### config.mk
export PLATFORM = sky130hd
export DESIGN_NAME = itlb_repl_ctrl
export DESIGN_NICKNAME = d
export VERILOG_FILES = /design/src/rtl/itlb_repl_pkg.sv /design/src/rtl/itlb_lru_matrix.sv /design/src/rtl/utlb_repl_cnt.sv /design/src/rtl/itlb_repl_ctrl.sv
export SDC_FILE = /design/constraint.sdc
export NUM_CORES = 1
export LEC_CHECK = 0
export BUFFER_PORTS_ARGS = -buffer_cell sky130_fd_sc_hd__buf_4
export CELL_PAD_IN_SITES_DETAIL_PLACEMENT = 1
export CELL_PAD_IN_SITES_GLOBAL_PLACEMENT = 1
export CORE_MARGIN = 2
export CORE_UTILIZATION = 30
export CTS_CLUSTER_SIZE = 25
export DETAILED_ROUTE_END_ITERATION = 8
export PLACE_DENSITY = 0.87
export SLEW_MARGIN = 15
export SYNTH_ARGS = -nofsm -noshare
export SYNTH_HDL_FRONTEND = slang
export SYNTH_SLANG_ARGS = --single-unit
### constraint.sdc
create_clock -name clk_i -period 2.4 [get_ports clk_i]
set_input_delay 0.24 -clock clk_i [delete_from_list [all_inputs] [get_ports clk_i]]
set_output_delay 0.24 -clock clk_i [all_outputs]
set_load 0.01 [all_outputs]
### src/rtl/itlb_repl_pkg.sv
package itlb_repl_pkg;
  localparam int unsigned CTRL_W  = 32;
  localparam int unsigned WAYS    = 4;
  localparam int unsigned WAY_W   = $clog2(WAYS);
  localparam int unsigned MAT_W   = WAYS * (WAYS - 1) / 2;
  localparam int unsigned MAT_LSB = 26;
  localparam int unsigned URB_LSB = 18;
  localparam int unsigned URC_LSB = 10;

  // matrix bit j: 5=(0,1) 4=(0,2) 3=(0,3) 2=(1,2) 1=(1,3) 0=(2,3)
  function automatic logic [MAT_W-1:0] way_mask(input int unsigned w);
    case (w)
      0:       way_mask = 6'b111000;
      1:       way_mask = 6'b100110;
      2:       way_mask = 6'b010101;
      default: way_mask = 6'b001011;
    endcase
  endfunction

  // value that marks way w as least recent
  function automatic logic [MAT_W-1:0] way_lru_val(input int unsigned w);
    case (w)
      0:       way_lru_val = 6'b111000;
      1:       way_lru_val = 6'b000110;
      2:       way_lru_val = 6'b000001;
      default: way_lru_val = 6'b000000;
    endcase
  endfunction

  // touching w writes the inverse of its lru value into its own bits
  function automatic logic [MAT_W-1:0] touch(input logic [MAT_W-1:0] s,
                                             input logic [WAY_W-1:0] w);
    logic [MAT_W-1:0] m;
    m = way_mask(int'(w));
    touch = (s & ~m) | (~way_lru_val(int'(w)) & m);
  endfunction
endpackage

### src/rtl/itlb_lru_matrix.sv
module itlb_lru_matrix
  import itlb_repl_pkg::*;
(
  input  logic             clk_i,
  input  logic             rst_ni,
  input  logic             use_i,
  input  logic [WAY_W-1:0] use_idx_i,
  input  logic             refill_i,
  input  logic             wr_en_i,
  input  logic [MAT_W-1:0] wr_mat_i,
  output logic [MAT_W-1:0] mat_o,
  output logic [WAY_W-1:0] victim_o,
  output logic             err_o
);
  logic [MAT_W-1:0] mat_q, mat_d;
  logic [WAYS-1:0]  hit;

  for (genvar w = 0; w < WAYS; w++) begin : g_way
    assign hit[w] = (mat_q & way_mask(w)) == way_lru_val(w);
  end

  always_comb begin
    victim_o = '0;
    for (int w = WAYS - 1; w >= 0; w--) begin
      if (hit[w]) victim_o = WAY_W'(w);
    end
  end

  assign err_o = ~|hit;

  always_comb begin
    mat_d = mat_q;
    if (wr_en_i)       mat_d = wr_mat_i;
    else if (refill_i) mat_d = touch(mat_q, victim_o);
    else if (use_i)    mat_d = touch(mat_q, use_idx_i);
  end

  always_ff @(posedge clk_i or negedge rst_ni) begin
    if (!rst_ni) mat_q <= '0;
    else         mat_q <= mat_d;
  end

  assign mat_o = mat_q;
endmodule

### src/rtl/utlb_repl_cnt.sv
module utlb_repl_cnt #(
  parameter int unsigned ENTRIES = 64,
  localparam int unsigned CNT_W  = $clog2(ENTRIES)
) (
  input  logic             clk_i,
  input  logic             rst_ni,
  input  logic             acc_i,
  input  logic             wr_en_i,
  input  logic [CNT_W-1:0] wr_cnt_i,
  input  logic [CNT_W-1:0] wr_bnd_i,
  output logic [CNT_W-1:0] cnt_o,
  output logic [CNT_W-1:0] bnd_o
);
  localparam logic [CNT_W:0] LAST = (CNT_W+1)'(ENTRIES - 1);

  logic [CNT_W-1:0] cnt_q, bnd_q;
  logic [CNT_W:0]   inc;
  logic             wrap;

  assign inc  = {1'b0, cnt_q} + 1'b1;
  assign wrap = ((bnd_q != '0) && (inc > {1'b0, bnd_q})) || (inc > LAST);

  always_ff @(posedge clk_i or negedge rst_ni) begin
    if (!rst_ni) begin
      cnt_q <= '0;
      bnd_q <= '0;
    end else if (wr_en_i) begin
      cnt_q <= wr_cnt_i;
      bnd_q <= wr_bnd_i;
    end else if (acc_i) begin
      cnt_q <= wrap ? '0 : inc[CNT_W-1:0];
    end
  end

  assign cnt_o = cnt_q;
  assign bnd_o = bnd_q;
endmodule

### src/rtl/itlb_repl_ctrl.sv
module itlb_repl_ctrl
  import itlb_repl_pkg::*;
#(
  parameter int unsigned UTLB_ENTRIES = 64,
  localparam int unsigned CNT_W = $clog2(UTLB_ENTRIES)
) (
  input  logic              clk_i,
  input  logic              rst_ni,
  input  logic              use_i,
  input  logic [WAY_W-1:0]  use_idx_i,
  input  logic              refill_i,
  input  logic              utlb_acc_i,
  input  logic              wr_en_i,
  input  logic [CTRL_W-1:0] wr_data_i,
  output logic [CTRL_W-1:0] ctrl_o,
  output logic [WAY_W-1:0]  victim_o,
  output logic              state_err_o
);
  logic [MAT_W-1:0] mat;
  logic [CNT_W-1:0] cnt, bnd;

  itlb_lru_matrix i_matrix (
    .clk_i     (clk_i),
    .rst_ni    (rst_ni),
    .use_i     (use_i),
    .use_idx_i (use_idx_i),
    .refill_i  (refill_i),
    .wr_en_i   (wr_en_i),
    .wr_mat_i  (wr_data_i[MAT_LSB +: MAT_W]),
    .mat_o     (mat),
    .victim_o  (victim_o),
    .err_o     (state_err_o)
  );

  utlb_repl_cnt #(.ENTRIES(UTLB_ENTRIES)) i_cnt (
    .clk_i    (clk_i),
    .rst_ni   (rst_ni),
    .acc_i    (utlb_acc_i),
    .wr_en_i  (wr_en_i),
    .wr_cnt_i (wr_data_i[URC_LSB +: CNT_W]),
    .wr_bnd_i (wr_data_i[URB_LSB +: CNT_W]),
    .cnt_o    (cnt),
    .bnd_o    (bnd)
  );

  always_comb begin
    ctrl_o = '0;
    ctrl_o[MAT_LSB +: MAT_W] = mat;
    ctrl_o[URB_LSB +: CNT_W] = bnd;
    ctrl_o[URC_LSB +: CNT_W] = cnt;
  end
endmodule

==> flow_metrics.env <==
export IMPL_fp_dieH_um=75.2
export IMPL_hold_viol=0
export IMPL_io_buffers=46
export IMPL_cts_buffer_depth=2
export IMPL_timing_fmax_ghz=0.441
export IMPL_grt_usage_pct=15.6
export IMPL_numCtsBuffers=3
export IMPL_core_um2=4820
export IMPL_diodes=0
export IMPL_drc=0
export IMPL_rows=25
export IMPL_powerDensity_nw_per_um2=609
export IMPL_fin_nets=275
export IMPL_async_reset_ff_share_pct=100
export IMPL_vias=1373
export IMPL_firstDrtPassIters=4
export IMPL_start_kind="register"
export IMPL_ys_ff_latch=18
export IMPL_ys_types=41
export IMPL_cts_root_buf="clkbuf_8"
export IMPL_gp_congestion=0.890
export IMPL_insertion_delay_ns=0.26
export IMPL_h_tree_depth=1
export IMPL_drv_cap=0
export IMPL_fin_area_um2=1990
export IMPL_place_area_um2=1910
export IMPL_required_ns=2.57
export IMPL_synth_edff_count=0
export IMPL_post_dp_hpwl_mm=3.09
export IMPL_grt_max_degree=43
export IMPL_die_w_um=75.2
export IMPL_rrSetupSlack_ns=0.13
export IMPL_dp_cells=281
export IMPL_ys_warn_count=0
export IMPL_first_iter_violations=25
export IMPL_path_buf_inv=0
export IMPL_status="finished clean"
export IMPL_syn_to_final_growth_pct=30.6
export IMPL_period_needed_ns=2.27
export IMPL_path_delay_family="compound AO/OA/AOI/OAI gates"
export IMPL_cts_tree="built"
export IMPL_worst_ir_drop_vdd_v=0.000226
export IMPL_fin_cells=287
export IMPL_fin_util_pct=41.2
export IMPL_cp_startpoint="i_cnt.cnt_o[0]"
export IMPL_grt_first_pass_wirelength_mm=6.68
export IMPL_r2r_end="i_cnt.cnt_o[2]"
export IMPL_rsz0062_at_grt="no"
export IMPL_routed_wl_mm=4.07
export IMPL_hold_class="in -> reg"
export IMPL_crit_cells=9
export IMPL_timing_final_max_slew_violations=0
export IMPL_cts_sinks=18
export IMPL_drt_vias_per_instance=4.78
export IMPL_grt_pass1_vias=1436
export IMPL_cp_end_kind="register"
export IMPL_ys_seq_area_share_pct=29.6
export IMPL_dieArea_um2=5650
export IMPL_ys_dominant_reg_cell="dfrtp_1"
export IMPL_cts_clk_slew_worst_paths_ns=0.07
export IMPL_syn_avg_cell_area_um2=8.94
export IMPL_p_leak_nw=0.962
export IMPL_drive_gt1_share_pct=31.8
export IMPL_setup_tns_final_ns=0
export IMPL_synth_area_um2=1520
export IMPL_period_share_pct=94.5
export IMPL_antenna_found_initial=0
export IMPL_cp_max_fo=6
export IMPL_critPathKind="reg -> reg"
export IMPL_gr_total_overflow=0
export IMPL_reg2regPathDepth=9
export IMPL_cp_slowest_stage_delay_ns=0.42
export IMPL_wire_per_inst_um=14.2
export IMPL_antenna_left=0
export IMPL_skew_ns=0.00132
export IMPL_cp_arrival_ns=2.44
export IMPL_initial_core_util_pct=31.6
export IMPL_cp_endpoint="i_cnt.cnt_o[2]"
export IMPL_io_pins=75
export IMPL_whs_ns=0.183
export IMPL_syn_inst=170
export IMPL_setup_viol=0
export IMPL_r2r_start="i_cnt.cnt_o[0]"
export IMPL_cp_cell_sequence="ha_2 -> nand3_1 -> xnor2_1 -> ha_1 -> and3_1 -> o21a_1 -> a2111oi_4 -> o21ai_4 -> o31ai_4"
export IMPL_cpMaxStageDelayCell="dfrtp_2"
## per-stage QoR
stage / power, W / setup slack, ns
2_1_floorplan: 0.000747 / 0.00147
5_1_grt: 0.00130 / 0.00404
4_1_cts: 0.00123 / 0.00518
6_report: 0.00121 / 0.132
3_3_place_gp: 0.000934 / 0.0299
3_5_place_dp: 0.000955 / -0.0219
## logic make-up after synthesis
family	after synthesis	share of synthesized area (%)
compound gates	47	23.5
xor+xnor	4	2.30
fa+ha+maj	14	11.5
buf+inv	33	11.6
flops	18	29.6
mux	8	5.51
other cells	1	0.247
simple gates	45	15.6
## synth_stat cells (2+ instances only)
cell type   n  share of area (%)
dfrtp_1    18                 30
nand2_1    17                4.2
buf_4      14                6.9
ha_1       14                 12
inv_1      13                3.2
a21oi_1    12                4.0
o21ai_0    10                3.3
nor3b_1     7                3.5
clkbuf_1    6                1.5
nor2_1      6                1.5
mux2i_1     5                3.3
and3_1      4                1.6
o21ai_1     4                1.3
mux2_2      3                2.2
nor2b_1     3                1.2
a21o_1      2               0.99
a311oi_1    2                1.2
nand3_1     2               0.66
nand3b_1    2               0.99
nor3_1      2               0.66
o31ai_1     2               0.99
xnor2_1     2                1.2
xor2_1      2                1.2
## metal layers
metal	GRT usage, %	share of wire [%]	vias up
met2	28.4	51	43
met5	0	0	-
met4	4.68	0.91	0
met3	2.68	5.0	4
met1	18.6	43	653
li1	-	-	673
## cells in the final DEF (no fill, tap or decap), types with 3 or more instances in the layout
cell and count:
inv_1 13, nor2b_1 3, o21ai_1 4, mux2_2 3
mux2i_1 5, clkbuf_8 4, conb_1 14, nor3b_1 7
nor2_1 6, and3_1 4, nand2_1 17, dfrtp_1 16
a21oi_1 12, ha_1 13, o21ai_0 10, buf_4 52
## where the power goes
part           internal (W)  leakage, nW  switching (W)  total, W
Sequential         0.000344        0.216      0.0000573  0.000402
Combinational      0.000273        0.718       0.000274  0.000547
Clock              0.000146       0.0288       0.000114  0.000260
## area by class of cell
class | count | area, um^2
fill | 596 | 2830
multi-input combinational | 132 | 945
sequential | 18 | 453
timing repair buffer | 53 | 400
tap | 67 | 83.8
clock buffer | 4 | 55.1
inverter | 13 | 48.8
## timing repair
action	in CTS	in global routing
hold endpoints to repair	18	0
endpoints found under the setup margin	2	6
buffers inserted	1	0
gates resized for setup	1	1
pin swaps	1	2
hold buffers	1	0
## how the worst min path moves through the flow
| stage | start | endpoint | slack (ns) | cells past startpoint |
|---|---|---|---|---|
| after detailed placement | rst_ni | i_cnt.bnd_o[5] | 0.13 | 1 |
| after floorplan | rst_ni | async pin | -0.06 | 0 |
| final | wr_data_i[28] | register | 0.18 | 2 |
| after CTS | wr_data_i[28] | register | 0.17 | 2 |
| after global placement | rst_ni | i_cnt.bnd_o[2] | 0.13 | 1 |
| after global routing | wr_data_i[28] | register | 0.19 | 2 |
Note: power is estimated with default switching activity, not from simulation.
